File: src/rtl/acc_alu8_pkg.sv
package acc_alu8_pkg;
    localparam int DW = 8;
    localparam int NW = DW / 2;
    localparam int PW = 2 * DW;

    typedef enum logic [3:0] {
        OP_ADD  = 4'h0, OP_ADC  = 4'h1, OP_SUB  = 4'h2, OP_SBC  = 4'h3,
        OP_CMP  = 4'h4, OP_ASL  = 4'h5, OP_LSR  = 4'h6, OP_ROL  = 4'h7,
        OP_ROR  = 4'h8, OP_AND  = 4'h9, OP_ORA  = 4'hA, OP_EOR  = 4'hB,
        OP_CLR  = 4'hC, OP_SWAP = 4'hD, OP_MUL  = 4'hE, OP_DAA  = 4'hF
    } alu_op_e;

    typedef struct packed {
        logic c;
        logic v;
        logic n;
        logic z;
    } ccr_t;

    typedef struct packed {
        logic [DW-1:0] hi;
        logic [DW-1:0] lo;
        ccr_t          f;
        ccr_t          we;
    } unit_out_t;

    function automatic logic top_bit(input logic [DW-1:0] v);
        return v[DW-1];
    endfunction

    function automatic logic all_zero(input logic [DW-1:0] v);
        return (v == '0);
    endfunction

    function automatic ccr_t mask_of(input logic c, input logic vnz);
        ccr_t m;
        m.c = c;
        m.v = vnz;
        m.n = vnz;
        m.z = vnz;
        return m;
    endfunction
endpackage

File: src/rtl/acc_alu8_arith.sv
module acc_alu8_arith
    import acc_alu8_pkg::*;
(
    input  alu_op_e       op,
    input  logic [DW-1:0] a,
    input  logic [DW-1:0] m,
    input  logic          cin,
    output unit_out_t     o
);
    logic          is_sub;
    logic          c0;
    logic [DW-1:0] b;
    logic [DW-1:0] s;
    logic [DW:0]   cy;

    always_comb begin
        is_sub = (op == OP_SUB) || (op == OP_SBC) || (op == OP_CMP);
        b      = is_sub ? ~m : m;
        case (op)
            OP_ADC:  c0 = cin;
            OP_SUB:  c0 = 1'b1;
            OP_CMP:  c0 = 1'b1;
            OP_SBC:  c0 = ~cin;
            default: c0 = 1'b0;
        endcase
    end

    assign cy[0] = c0;

    for (genvar i = 0; i < DW; i++) begin : g_rip
        assign s[i]    = a[i] ^ b[i] ^ cy[i];
        assign cy[i+1] = (a[i] & b[i]) | (cy[i] & (a[i] ^ b[i]));
    end

    always_comb begin
        o      = '0;
        o.lo   = s;
        o.we   = mask_of(1'b1, 1'b1);
        o.f.n  = top_bit(s);
        o.f.z  = all_zero(s);
        if (is_sub) begin
            o.f.c = ~cy[DW];
            o.f.v = (top_bit(a) & ~top_bit(m) & ~top_bit(s)) |
                    (~top_bit(a) & top_bit(m) & top_bit(s));
        end else begin
            o.f.c = cy[DW];
            o.f.v = (top_bit(a) & top_bit(m) & ~top_bit(s)) |
                    (~top_bit(a) & ~top_bit(m) & top_bit(s));
        end
    end
endmodule

File: src/rtl/acc_alu8_shift.sv
module acc_alu8_shift
    import acc_alu8_pkg::*;
(
    input  alu_op_e       op,
    input  logic [DW-1:0] a,
    input  logic          cin,
    output unit_out_t     o
);
    logic [DW-1:0] r;
    logic          out_bit;

    always_comb begin
        case (op)
            OP_LSR: begin
                r       = {1'b0, a[DW-1:1]};
                out_bit = a[0];
            end
            OP_ROL: begin
                r       = {a[DW-2:0], cin};
                out_bit = a[DW-1];
            end
            OP_ROR: begin
                r       = {cin, a[DW-1:1]};
                out_bit = a[0];
            end
            default: begin
                r       = {a[DW-2:0], 1'b0};
                out_bit = a[DW-1];
            end
        endcase
        o     = '0;
        o.lo  = r;
        o.we  = mask_of(1'b1, 1'b1);
        o.f.c = out_bit;
        o.f.n = top_bit(r);
        o.f.z = all_zero(r);
        o.f.v = top_bit(r) ^ out_bit;
    end
endmodule

File: src/rtl/acc_alu8_misc.sv
module acc_alu8_misc
    import acc_alu8_pkg::*;
(
    input  alu_op_e       op,
    input  logic [DW-1:0] a,
    input  logic [DW-1:0] x,
    input  logic [DW-1:0] m,
    input  logic          cin,
    input  logic          hin,
    output unit_out_t     o
);
    localparam logic [NW-1:0] DEC_LIM = NW'(9);
    localparam logic [DW-1:0] BYTE_LIM = {DEC_LIM, DEC_LIM};
    localparam logic [NW-1:0] ADJ_NIB = NW'(6);

    logic [PW-1:0] prod;
    logic          lo_fix;
    logic          hi_fix;
    logic [DW-1:0] adj;
    logic [DW-1:0] dec_r;

    always_comb begin
        prod   = PW'(a) * PW'(x);
        lo_fix = hin || (a[NW-1:0] > DEC_LIM);
        hi_fix = cin || (a > BYTE_LIM);
        adj    = {(hi_fix ? ADJ_NIB : '0), (lo_fix ? ADJ_NIB : '0)};
        dec_r  = a + adj;
    end

    always_comb begin
        o = '0;
        case (op)
            OP_AND:  begin o.lo = a & m; o.we = mask_of(1'b0, 1'b1); end
            OP_ORA:  begin o.lo = a | m; o.we = mask_of(1'b0, 1'b1); end
            OP_EOR:  begin o.lo = a ^ m; o.we = mask_of(1'b0, 1'b1); end
            OP_CLR:  begin o.lo = '0;    o.we = mask_of(1'b0, 1'b1); end
            OP_SWAP: begin o.lo = {a[NW-1:0], a[DW-1:NW]}; end
            OP_MUL:  begin o.lo = prod[DW-1:0]; o.hi = prod[PW-1:DW]; end
            default: begin
                o.lo  = dec_r;
                o.we  = mask_of(1'b1, 1'b1);
                o.f.c = hi_fix;
            end
        endcase
        o.f.n = top_bit(o.lo);
        o.f.z = all_zero(o.lo);
        if (op == OP_DAA) o.f.v = top_bit(a) ^ top_bit(dec_r);
        else              o.f.v = 1'b0;
    end
endmodule

File: src/rtl/acc_alu8_ccr.sv
module acc_alu8_ccr
    import acc_alu8_pkg::*;
(
    input  logic clk,
    input  logic rst,
    input  logic upd,
    input  ccr_t nxt,
    input  ccr_t we,
    output ccr_t cur
);
    localparam int NF = $bits(ccr_t);

    logic [NF-1:0] nxt_v;
    logic [NF-1:0] we_v;
    logic [NF-1:0] cur_v;

    assign nxt_v = nxt;
    assign we_v  = we;
    assign cur   = cur_v;

    for (genvar i = 0; i < NF; i++) begin : g_bit
        always_ff @(posedge clk) begin
            if (rst)                  cur_v[i] <= 1'b0;
            else if (upd && we_v[i])  cur_v[i] <= nxt_v[i];
        end
    end
endmodule

File: src/rtl/acc_alu8.sv
module acc_alu8
    import acc_alu8_pkg::*;
(
    input  logic          clk,
    input  logic          rst,
    input  logic          upd,
    input  logic [3:0]    op_sel,
    input  logic          wr_en,
    input  logic [DW-1:0] acc_in,
    input  logic [DW-1:0] idx_in,
    input  logic [DW-1:0] mem_in,
    input  logic          carry_in,
    input  logic          half_in,
    output logic [DW-1:0] res_lo,
    output logic [DW-1:0] res_hi,
    output logic          flag_c,
    output logic          flag_v,
    output logic          flag_n,
    output logic          flag_z
);
    alu_op_e   op_e;
    unit_out_t ar_o;
    unit_out_t sh_o;
    unit_out_t mi_o;
    unit_out_t sel;
    ccr_t      cur;

    assign op_e = alu_op_e'(op_sel);

    acc_alu8_arith u_arith (
        .op (op_e), .a (acc_in), .m (mem_in), .cin (carry_in), .o (ar_o)
    );

    acc_alu8_shift u_shift (
        .op (op_e), .a (acc_in), .cin (carry_in), .o (sh_o)
    );

    acc_alu8_misc u_misc (
        .op (op_e), .a (acc_in), .x (idx_in), .m (mem_in),
        .cin (carry_in), .hin (half_in), .o (mi_o)
    );

    always_comb begin
        case (op_e)
            OP_ADD, OP_ADC, OP_SUB, OP_SBC, OP_CMP: sel = ar_o;
            OP_ASL, OP_LSR, OP_ROL, OP_ROR:         sel = sh_o;
            default:                                sel = mi_o;
        endcase
    end

    always_comb begin
        if (!wr_en || op_e == OP_CMP) begin
            res_lo = acc_in;
            res_hi = idx_in;
        end else begin
            res_lo = sel.lo;
            res_hi = (op_e == OP_MUL) ? sel.hi : idx_in;
        end
    end

    acc_alu8_ccr u_ccr (
        .clk (clk), .rst (rst), .upd (upd),
        .nxt (sel.f), .we (sel.we), .cur (cur)
    );

    assign flag_c = cur.c;
    assign flag_v = cur.v;
    assign flag_n = cur.n;
    assign flag_z = cur.z;
endmodule

File: config.mk
export PLATFORM = sky130hd
export DESIGN_NAME = acc_alu8
export DESIGN_NICKNAME = d
export VERILOG_FILES = /design/src/rtl/acc_alu8_pkg.sv /design/src/rtl/acc_alu8_arith.sv /design/src/rtl/acc_alu8_shift.sv /design/src/rtl/acc_alu8_misc.sv /design/src/rtl/acc_alu8_ccr.sv /design/src/rtl/acc_alu8.sv
export SDC_FILE = /design/constraint.sdc
export NUM_CORES = 1
export LEC_CHECK = 0
export CORE_ASPECT_RATIO = 1.2
export CORE_MARGIN = 2
export CORE_UTILIZATION = 59
export CTS_BUF_LIST = sky130_fd_sc_hd__clkbuf_4 sky130_fd_sc_hd__clkbuf_8
export CTS_CLUSTER_DIAMETER = 30
export DETAILED_ROUTE_END_ITERATION = 16
export GPL_ROUTABILITY_DRIVEN = 0
export PLACE_DENSITY = 0.88
export SYNTH_ARGS = -nofsm -noshare
export SYNTH_HDL_FRONTEND = slang
export SYNTH_SLANG_ARGS = --single-unit
File: constraint.sdc
create_clock -name clk -period 9.6 [get_ports clk]
set_clock_uncertainty 0.15 [all_clocks]
set_input_delay 1.92 -clock clk [delete_from_list [all_inputs] [get_ports clk]]
set_output_delay 1.92 -clock clk [all_outputs]
set_load 0.02 [all_outputs]
==> impl_metrics.tcl, run 1 <==
set metrics [dict create \
    drc 0 \
    min_period_ns 9.42 \
    worstSetupEndpointType "primary output" \
    first_pass_iters 5 \
    diodes 0 \
    synth_edf_count 0 \
    setup_violations 0 \
    worst_setup_path_start_kind "input pin" \
    synth.distinct_cells 70 \
    finalCritPeriodShare 0.981 \
    yosys.area.top_type_share 0.216 \
    cts_setup_buffers 0 \
    die_w_um 80.7 \
    core.rowCount 33 \
    cts_buffer_depth 2 \
    core-area_um2 6850 \
    hp-start "u_ccr.cur[3]" \
    p_per_area_nw_per_um2 110 \
    grt_pass1_wl_um 19600 \
    synth_commonest_cells "inv_1, nand2_1, ha_1, fa_1, and2_1" \
    drv_slew 0 \
    die_area_um2 7750 \
    arrival_ns 7.35 \
    die_y_um 96.0 \
    initial_core_util 0.607 \
    clk_latency_ns 0.21 \
    crit_path_max_fanout 4 \
    tightest_slew_ns 0.565 \
    clock-sinks 4 \
    outcome "finished clean" \
    grt_util_all_layers 0.323 \
    cts_buffers 3 \
    ys_ff_latch 4 \
    maxSlewHeadroom 0.624 \
    antenna_found_initial 0 \
    largest_register_ffs 4 \
    vias_per_cell 6.31 \
    io_pins 54 \
    synth_most_common_cell "inv_1" \
    cts_resized 0 \
    dp.final_hpwl_um 9550 \
    fin_util 0.700 \
    async_reset_ff_frac 0 \
    cts_tree "done" \
    syn_avg_cell_area_um2 7.81 \
    crit_required_ns 7.53 \
    synthCells 533 \
    io_buffer_count 53 \
    crit_start "op_sel[0]" \
    grt_start_max_net_pins 35 \
    drt_iter0_drc 446 \
    yosysWarnings 0 \
    syn_area_um2 4160 \
    min_path_type "flop to flop" \
    nets 710 \
    vdd_ir_drop_max_uv 133 \
    grt_pass1_vias 4231 \
    wire_per_inst_um 17.9 \
    fmax_mhz 106 \
    ant_nets 0 \
    holdBufCountCts 0 \
    drv_cap 0 \
    p_leak_nw 2.23 \
    reg2reg_from "u_ccr.cur[0]" \
    area_growth_pct 15.2 \
    htree_num_levels 1 \
    hold_viol 0 \
    clk_pin_slew_ns 0.03 \
    rsz0062_at_grt "no" \
    syn_nets 670 \
    critical_path_class "input pin to primary output" \
    synth.area.top_cells "fa_1, ha_1, inv_1, nand2_1, xnor2_1" \
    ys.flop_type "dfxtp_1" \
    drive_gt1_frac 0.0543 \
    fin_tns_setup_ns 0 \
    synth_top_area_cell "fa_1" \
    cts-root-buf "clkbuf_8" \
    routed_wl_um 11800 \
    vias 4152 \
    synth_seq_area_share 0.0192 \
    grt_overflow 0 \
]
[routing by layer]
metal  global-route usage  vias up  part of all wire
met5                    0        -                 0
met4                0.203        0             0.062
met3               0.0535       74             0.089
met2                0.563      270              0.49
met1                0.367     1936              0.36
li1                     -     1872                 -
[report_power, final]
group | switching [mW] | leakage [nW] | internal [mW]
registers | 0.000654 | 0.0330 | 0.0181
clock network | 0.00768 | 0.0216 | 0.0266
logic | 0.263 | 2.18 | 0.210
[cells by family (layout without fill, tap and decap cells)]
family,after synthesis,count (layout),synth area share
AND/OR/NAND/NOR,163,163,0.200
AO/OA/AOI/OAI,110,110,0.185
buffers and inverters,112,150,0.111
XOR/XNOR,29,29,0.0610
flip-flops,4,4,0.0192
adder cells (fa/ha/maj),103,103,0.391
multiplexers,12,12,0.0325
[metrics by stage]
| step | power [mW] | std cells | hold slack [ns] | instance area [um^2] | setup slack (ns) |
|---|---|---|---|---|---|
| finish | 0.527 | 658 | 0.325 | 4800 | 0.182 |
| global placement | 0.467 | 654 | 0.317 | 4750 | 0.388 |
| CTS | 0.523 | 657 | 0.329 | 4790 | 0.215 |
| floorplan | 0.360 | 533 | 0.397 | 4160 | 1.11 |
| global route | 0.587 | 658 | 0.346 | 4800 | 0.0306 |
| detailed placement | 0.484 | 654 | 0.324 | 4750 | 0.222 |
[area by class of cell]
type,count,area (um^2)
multi-input cells,417,3620
fillers,563,2060
repair buffers,70,658
inverters,77,289
well taps,87,109
flip-flops and latches,4,80.1
clock buffers,3,41.3
[placed cells by master (no fill, tap or decap), types with 8 or more instances in the layout]
cell type | netlist | routed
o22ai_1 | 10 | 10
xnor2_1 | 22 | 22
nand2_1 | 67 | 67
o21ai_0 | 20 | 20
nand2b_1 | 8 | 8
nor2_1 | 12 | 12
inv_1 | 76 | 76
ha_1 | 58 | 58
nand3_1 | 9 | 9
fa_1 | 45 | 45
buf_4 | 3 | 17
clkdlybuf4s50_1 | 0 | 53
and2_1 | 29 | 29
a21oi_1 | 20 | 20
mux2i_1 | 9 | 9
[worst max-delay path, stage by stage]
cell and delay [ns]:
clkdlybuf4s50_1 0.50, nand2b_1 0.23, o21a_1 0.22, nor2_4 0.05, xnor2_1 0.15, fa_1 0.41
fa_1 0.39, fa_1 0.39, fa_1 0.41, fa_1 0.37, inv_1 0.08, fa_1 0.16
inv_1 0.05, fa_1 0.38, fa_1 0.49, a222oi_1 0.47, o21ai_1 0.11, clkdlybuf4s50_1 0.55
[final timing paths]
kind,end,cells after the start,slack (ns)
setup / recovery,res_lo[7],18,0.18
hold / removal,u_ccr.cur[3],2,0.33
setup reg to reg,u_ccr.cur[0],2,8.74
hold reg to reg,u_ccr.cur[3],2,0.33
Power figures use the tool's default switching activity.
==> run 2: changes to the inputs <==
CORE_MARGIN = not set   (was 2)
CORE_UTILIZATION = 60   (was 59)
HOLD_SLACK_MARGIN = 0.12   (was not set)
SYNTH_HIERARCHICAL = 1   (was not set)
==> impl_metrics.tcl, run 2 <==
set metrics [dict create \
    drc 0 \
    die_w_um 85.7 \
    cts_setup_buffers 0 \
    syn_avg_cell_area_um2 7.92 \
    slowest_stage "clkdlybuf4s50_1" \
    die_area_um2 8780 \
    cpMostUsedCell "fa_1" \
    core.rowCount 36 \
    outcome "finished clean" \
    hold_path_end "u_ccr/cur[3]" \
    grt_util_all_layers 0.325 \
    cts-root-buf "clkbuf_8" \
    crit_family "adder cells" \
    maxSlewHeadroom 0.272 \
    mostFrequentLayoutCell "inv_1" \
    reg2reg_to "u_ccr/cur[1]" \
    crit_path_max_fanout 20 \
    final_cell_mix "inv_1, ha_1, clkdlybuf4s50_1" \
    crit_required_ns 7.53 \
    clk_latency_ns 0.22 \
    critPathBufInv 5 \
    cts_buffer_depth 2 \
    fmax_mhz 106 \
    reg2reg_from "u_ccr/cur[1]" \
    place_area_um2 5600 \
    wire_per_inst_um 18.1 \
    tightest_slew_ns 1.09 \
    finalCritPeriodShare 0.981 \
    grt_start_max_net_pins 52 \
    multiInputGateArea_um2 4330 \
    critical_path_class "input pin to primary output" \
    routed_wl_um 14200 \
    p_per_area_nw_per_um2 105 \
    dp_cells 784 \
    drv_cap 0 \
    cts_tree "done" \
    fillers 659 \
    initial_core_util 0.619 \
    vias 5033 \
    arrival_ns 7.35 \
    stdcell_count 787 \
    ant_nets 0 \
    io_pins 54 \
    drv_slew 0 \
    diodes 0 \
    io_buffer_count 53 \
    first_pass_iters 5 \
    antenna_found_initial 0 \
    critical_path.max_stage_delay_ns 0.59 \
    min_period_ns 9.42 \
    worstSetupEndpointType "primary output" \
    register_area_um2 80.1 \
    synthCells 637 \
    grt_pass1_wl_um 22800 \
    vdd_ir_drop_max_uv 91.6 \
    min_path_type "flop to flop" \
    area_growth_pct 12.1 \
    grt_pass1_vias 4909 \
    hold_path_depth 2 \
    vias_per_cell 6.40 \
    clk_pin_slew_ns 0.03 \
    final_cell_area_um2 5650 \
    rsz0062_at_grt "no" \
    p_leak_nw 2.63 \
    holdBufCountCts 0 \
    hp-start "u_ccr/cur[3]" \
    cp_cell_sequence "clkdlybuf4s50_1 > buf_4 > and2_1 > fa_1 > inv_1 > fa_1 > fa_1 > fa_1 > inv_1 > ha_1 > a21boi_0 > o21ai_1 > a211oi_1 > nor3_1 > nor3_1 > mux2_2 > clkdlybuf4s50_1" \
    setup_violations 0 \
    fin_tns_setup_ns 0 \
    syn_area_um2 5040 \
    largest_register_ffs 4 \
    yosysWarnings 6 \
    grt_overflow 0 \
    drt_iter0_drc 549 \
    hold_viol 0 \
    dp.final_hpwl_um 10900 \
    nets 810 \
    r2r_cells 2 \
    cts_buffers 3 \
    worst_setup_path_start_kind "input pin" \
    reg2reg_slack_ns 8.71 \
    clock-sinks 4 \
    path_depth 17 \
    drive_gt1_frac 0.0981 \
    htree_num_levels 1 \
    core-area_um2 8150 \
    die_y_um 102 \
    total_power_uw 592 \
]
run 2: layout make-up:
cell class              count  share of cell area
clock buffers               3             0.00731
flip-flops and latches      4              0.0142
inverters                  99              0.0658
multi-input cells         493               0.767
repair buffers             74               0.121
well taps                 114              0.0252
run 2: metrics by stage:
step	setup slack [ns]	util	hold slack, ns
3_5_place_dp	0.118	0.687	0.415
4_1_cts	0.0866	0.692	0.426
6_report	0.181	0.693	0.427
2_1_floorplan	1.20	-	0.489
3_3_place_gp	0.368	0.687	0.411
5_1_grt	0.0522	0.693	0.441
run 2: what timing repair did:
item | CTS | global route
resized for setup | 0 | 5
hold endpoints to repair | 0 | 0
endpoints found under the setup margin | 0 | 5
run 2: worst max-delay path by stage:
| stage | startpoint | endpoint |
|---|---|---|
| 6_report | acc_in[3] | res_hi[6] |
| 5_1_grt | acc_in[3] | res_hi[5] |
| 4_1_cts | acc_in[3] | res_hi[6] |
| 3_5_place_dp | acc_in[3] | res_hi[6] |
| 3_3_place_gp | acc_in[3] | res_hi[6] |
| 2_1_floorplan | op_sel[1] | res_lo[7] |
run 2: worst reg2reg max path: stages (launching register included):
cell     delay (ns)
dfxtp_1        0.32
a21bo_1        0.21
a21oi_1        0.14
run 2: report_power, final:
| group | internal (mW) | switching [mW] | total, mW |
|---|---|---|---|
| registers | 0.0177 | 0.000478 | 0.0182 |
| clock network | 0.0268 | 0.00933 | 0.0361 |
| logic | 0.231 | 0.306 | 0.537 |
| total | 0.276 | 0.316 | 0.592 |
run 2: routing by layer:
metal,GRT usage,wire (um)
met4,0.164,704
met5,0,0
met3,0.0186,1170
met1,0.396,5400
met2,0.584,6940
==> run 3: changes to the inputs <==
ABC_AREA = 1   (was not set)
GPL_ROUTABILITY_DRIVEN = 1   (was 0)
==> impl_metrics.tcl, run 3 <==
set metrics [dict create \
    outcome "finished clean" \
    dp.final_hpwl_um 11600 \
    final_cell_mix "nand2_1, inv_1, nand3_1" \
    tightest_slew_ns 0.726 \
    critical_path_class "input pin to primary output" \
    grt_util_all_layers 0.350 \
    cts_tree "done" \
    antenna_found_initial 0 \
    syn_area_um2 5170 \
    register_area_um2 80.1 \
    synthCells 871 \
    final_cell_area_um2 5730 \
    multiInputGateArea_um2 4090 \
    met1_usage 0.409 \
    slowest_stage "clkdlybuf4s50_1" \
    die_area_um2 8990 \
    crit_path_max_fanout 11 \
    cts_buffer_depth 2 \
    finalCritPeriodShare 0.962 \
    crit_family "adder cells" \
    power_frac_comb 0.907 \
    grt_pass1_vias 5536 \
    p_per_area_nw_per_um2 103 \
    vdd_ir_drop_max_uv 167 \
    worst_setup_path_start_kind "input pin" \
    fin_util 0.696 \
    setup_violations 0 \
    drt_iter0_drc 444 \
    worstSetupEndpointType "primary output" \
    rsz0062_at_grt "no" \
    core-area_um2 8240 \
    layout_setup_ws_ns 0.361 \
    arrival_ns 7.17 \
    drv_slew 0 \
    first_pass_iters 8 \
    internal_power_uw 249 \
    area_growth_pct 10.9 \
    core.rowCount 36 \
    place.gp.congestion 1.02 \
    clk_latency_ns 0.22 \
    diodes 0 \
    cp_cell_sequence "clkdlybuf4s50_1 > nor2_1 > nand2_2 > nand2_2 > nand2_1 > nand2_1 > fa_1 > inv_1 > fa_1 > fa_1 > fa_1 > inv_1 > fa_1 > inv_1 > fa_1 > fa_1 > fa_1 > inv_1 > nand3_1 > nand3_1 > nand2_1 > nand2_1 > clkdlybuf4s50_1" \
    wire_per_inst_um 14.3 \
    cts_resized 0 \
    yosysWarnings 6 \
    holdBufCountCts 0 \
    cpMostUsedCell "fa_1" \
    stdcell_count 1021 \
    ant_nets 0 \
    drv_cap 0 \
    grt_pass1_wl_um 25100 \
    drive_gt1_frac 0.0739 \
    pre_cts_slack_ns 0.423 \
    met2_usage 0.599 \
    die_y_um 104 \
    top_usage_layer "met2" \
    clk_pin_slew_ns 0.03 \
    crit_required_ns 7.53 \
    htree_num_levels 1 \
    nets 1044 \
    io_buffer_count 53 \
    cts_setup_buffers 0 \
    syn_avg_cell_area_um2 5.94 \
    fmax_mhz 108 \
    switching_share 0.579 \
    place_area_um2 5690 \
    whs_ns 0.369 \
    cts-root-buf "clkbuf_8" \
    critical_path.max_stage_delay_ns 0.59 \
    mostFrequentLayoutCell "nand2_1" \
    critPathBufInv 6 \
    fin_tns_setup_ns 0 \
    hold_viol 0 \
    power.share.clock 0.060 \
    dp_cells 1018 \
    fillers 771 \
    grt_start_max_net_pins 25 \
    total_power_uw 592 \
    grt_overflow 0 \
    switching_power_uw 343 \
    grt_util_met3 0.0582 \
    largest_register_ffs 4 \
    vias_per_cell 5.31 \
    drc 0 \
    vias 5420 \
    p_leak_nw 3.45 \
    cts_buffers 3 \
    min_path_type "flop to flop" \
    initial_core_util 0.627 \
    min_period_ns 9.24 \
    clock-sinks 4 \
    routed_wl_um 14600 \
    die_w_um 86.7 \
    io_pins 54 \
    seq_power_share 0.032 \
    maxSlewHeadroom 0.515 \
]
-- run 3: cell types whose count changed in the layout (fill, tap and decap cells not counted), sizes merged, moves of 14 or more --
cell and change:
nand2 +248, inv +99, nand3 +95, nor2 +45, and2 -42, mux2 -16, mux2i -14, xnor2 -14
-- run 3: power groups by stage --
stage,registers (mW),clock network [mW],logic [mW]
after floorplan,0.0214,0,0.394
after global placement,0.0194,0,0.514
after detailed placement,0.0195,0,0.524
after CTS,0.0193,0.0361,0.528
after global routing,0.0195,0.0370,0.612
final,0.0192,0.0356,0.537
-- run 3: final timing paths --
| kind | from | to | slack [ns] | depth (start not counted) |
|---|---|---|---|---|
| max reg2reg | u_ccr/cur[3] | u_ccr/cur[3] | 8.81 | 4 |
| max | op_sel[1] | res_lo[7] | 0.36 | 23 |
| min | u_ccr/cur[1] | u_ccr/cur[1] | 0.37 | 4 |
| min reg2reg | u_ccr/cur[1] | u_ccr/cur[1] | 0.37 | 4 |
-- run 3: worst reg2reg max path, cell delays in order, from the launching register on --
cell and delay, ns:
dfxtp_1 0.34, inv_2 0.04, nand2_1 0.05, nand2_1 0.04, nor2_1 0.10
-- run 3: layout make-up --
class / instances / share of cell area
Clock buffer: 3 / 0.00720
Tap cell: 114 / 0.0249
Sequential cell: 4 / 0.0140
Multi-Input combinational cell: 636 / 0.714
Timing Repair Buffer: 67 / 0.111
Inverter: 197 / 0.129
-- run 3: routing by layer --
layer / part of all wire / up-vias / wire (um)
li1: - / 2674 / -
met1: 0.39 / 2420 / 5700
met2: 0.48 / 259 / 6990
met3: 0.070 / 67 / 1030
met4: 0.060 / 0 / 879
met5: 0 / - / 0
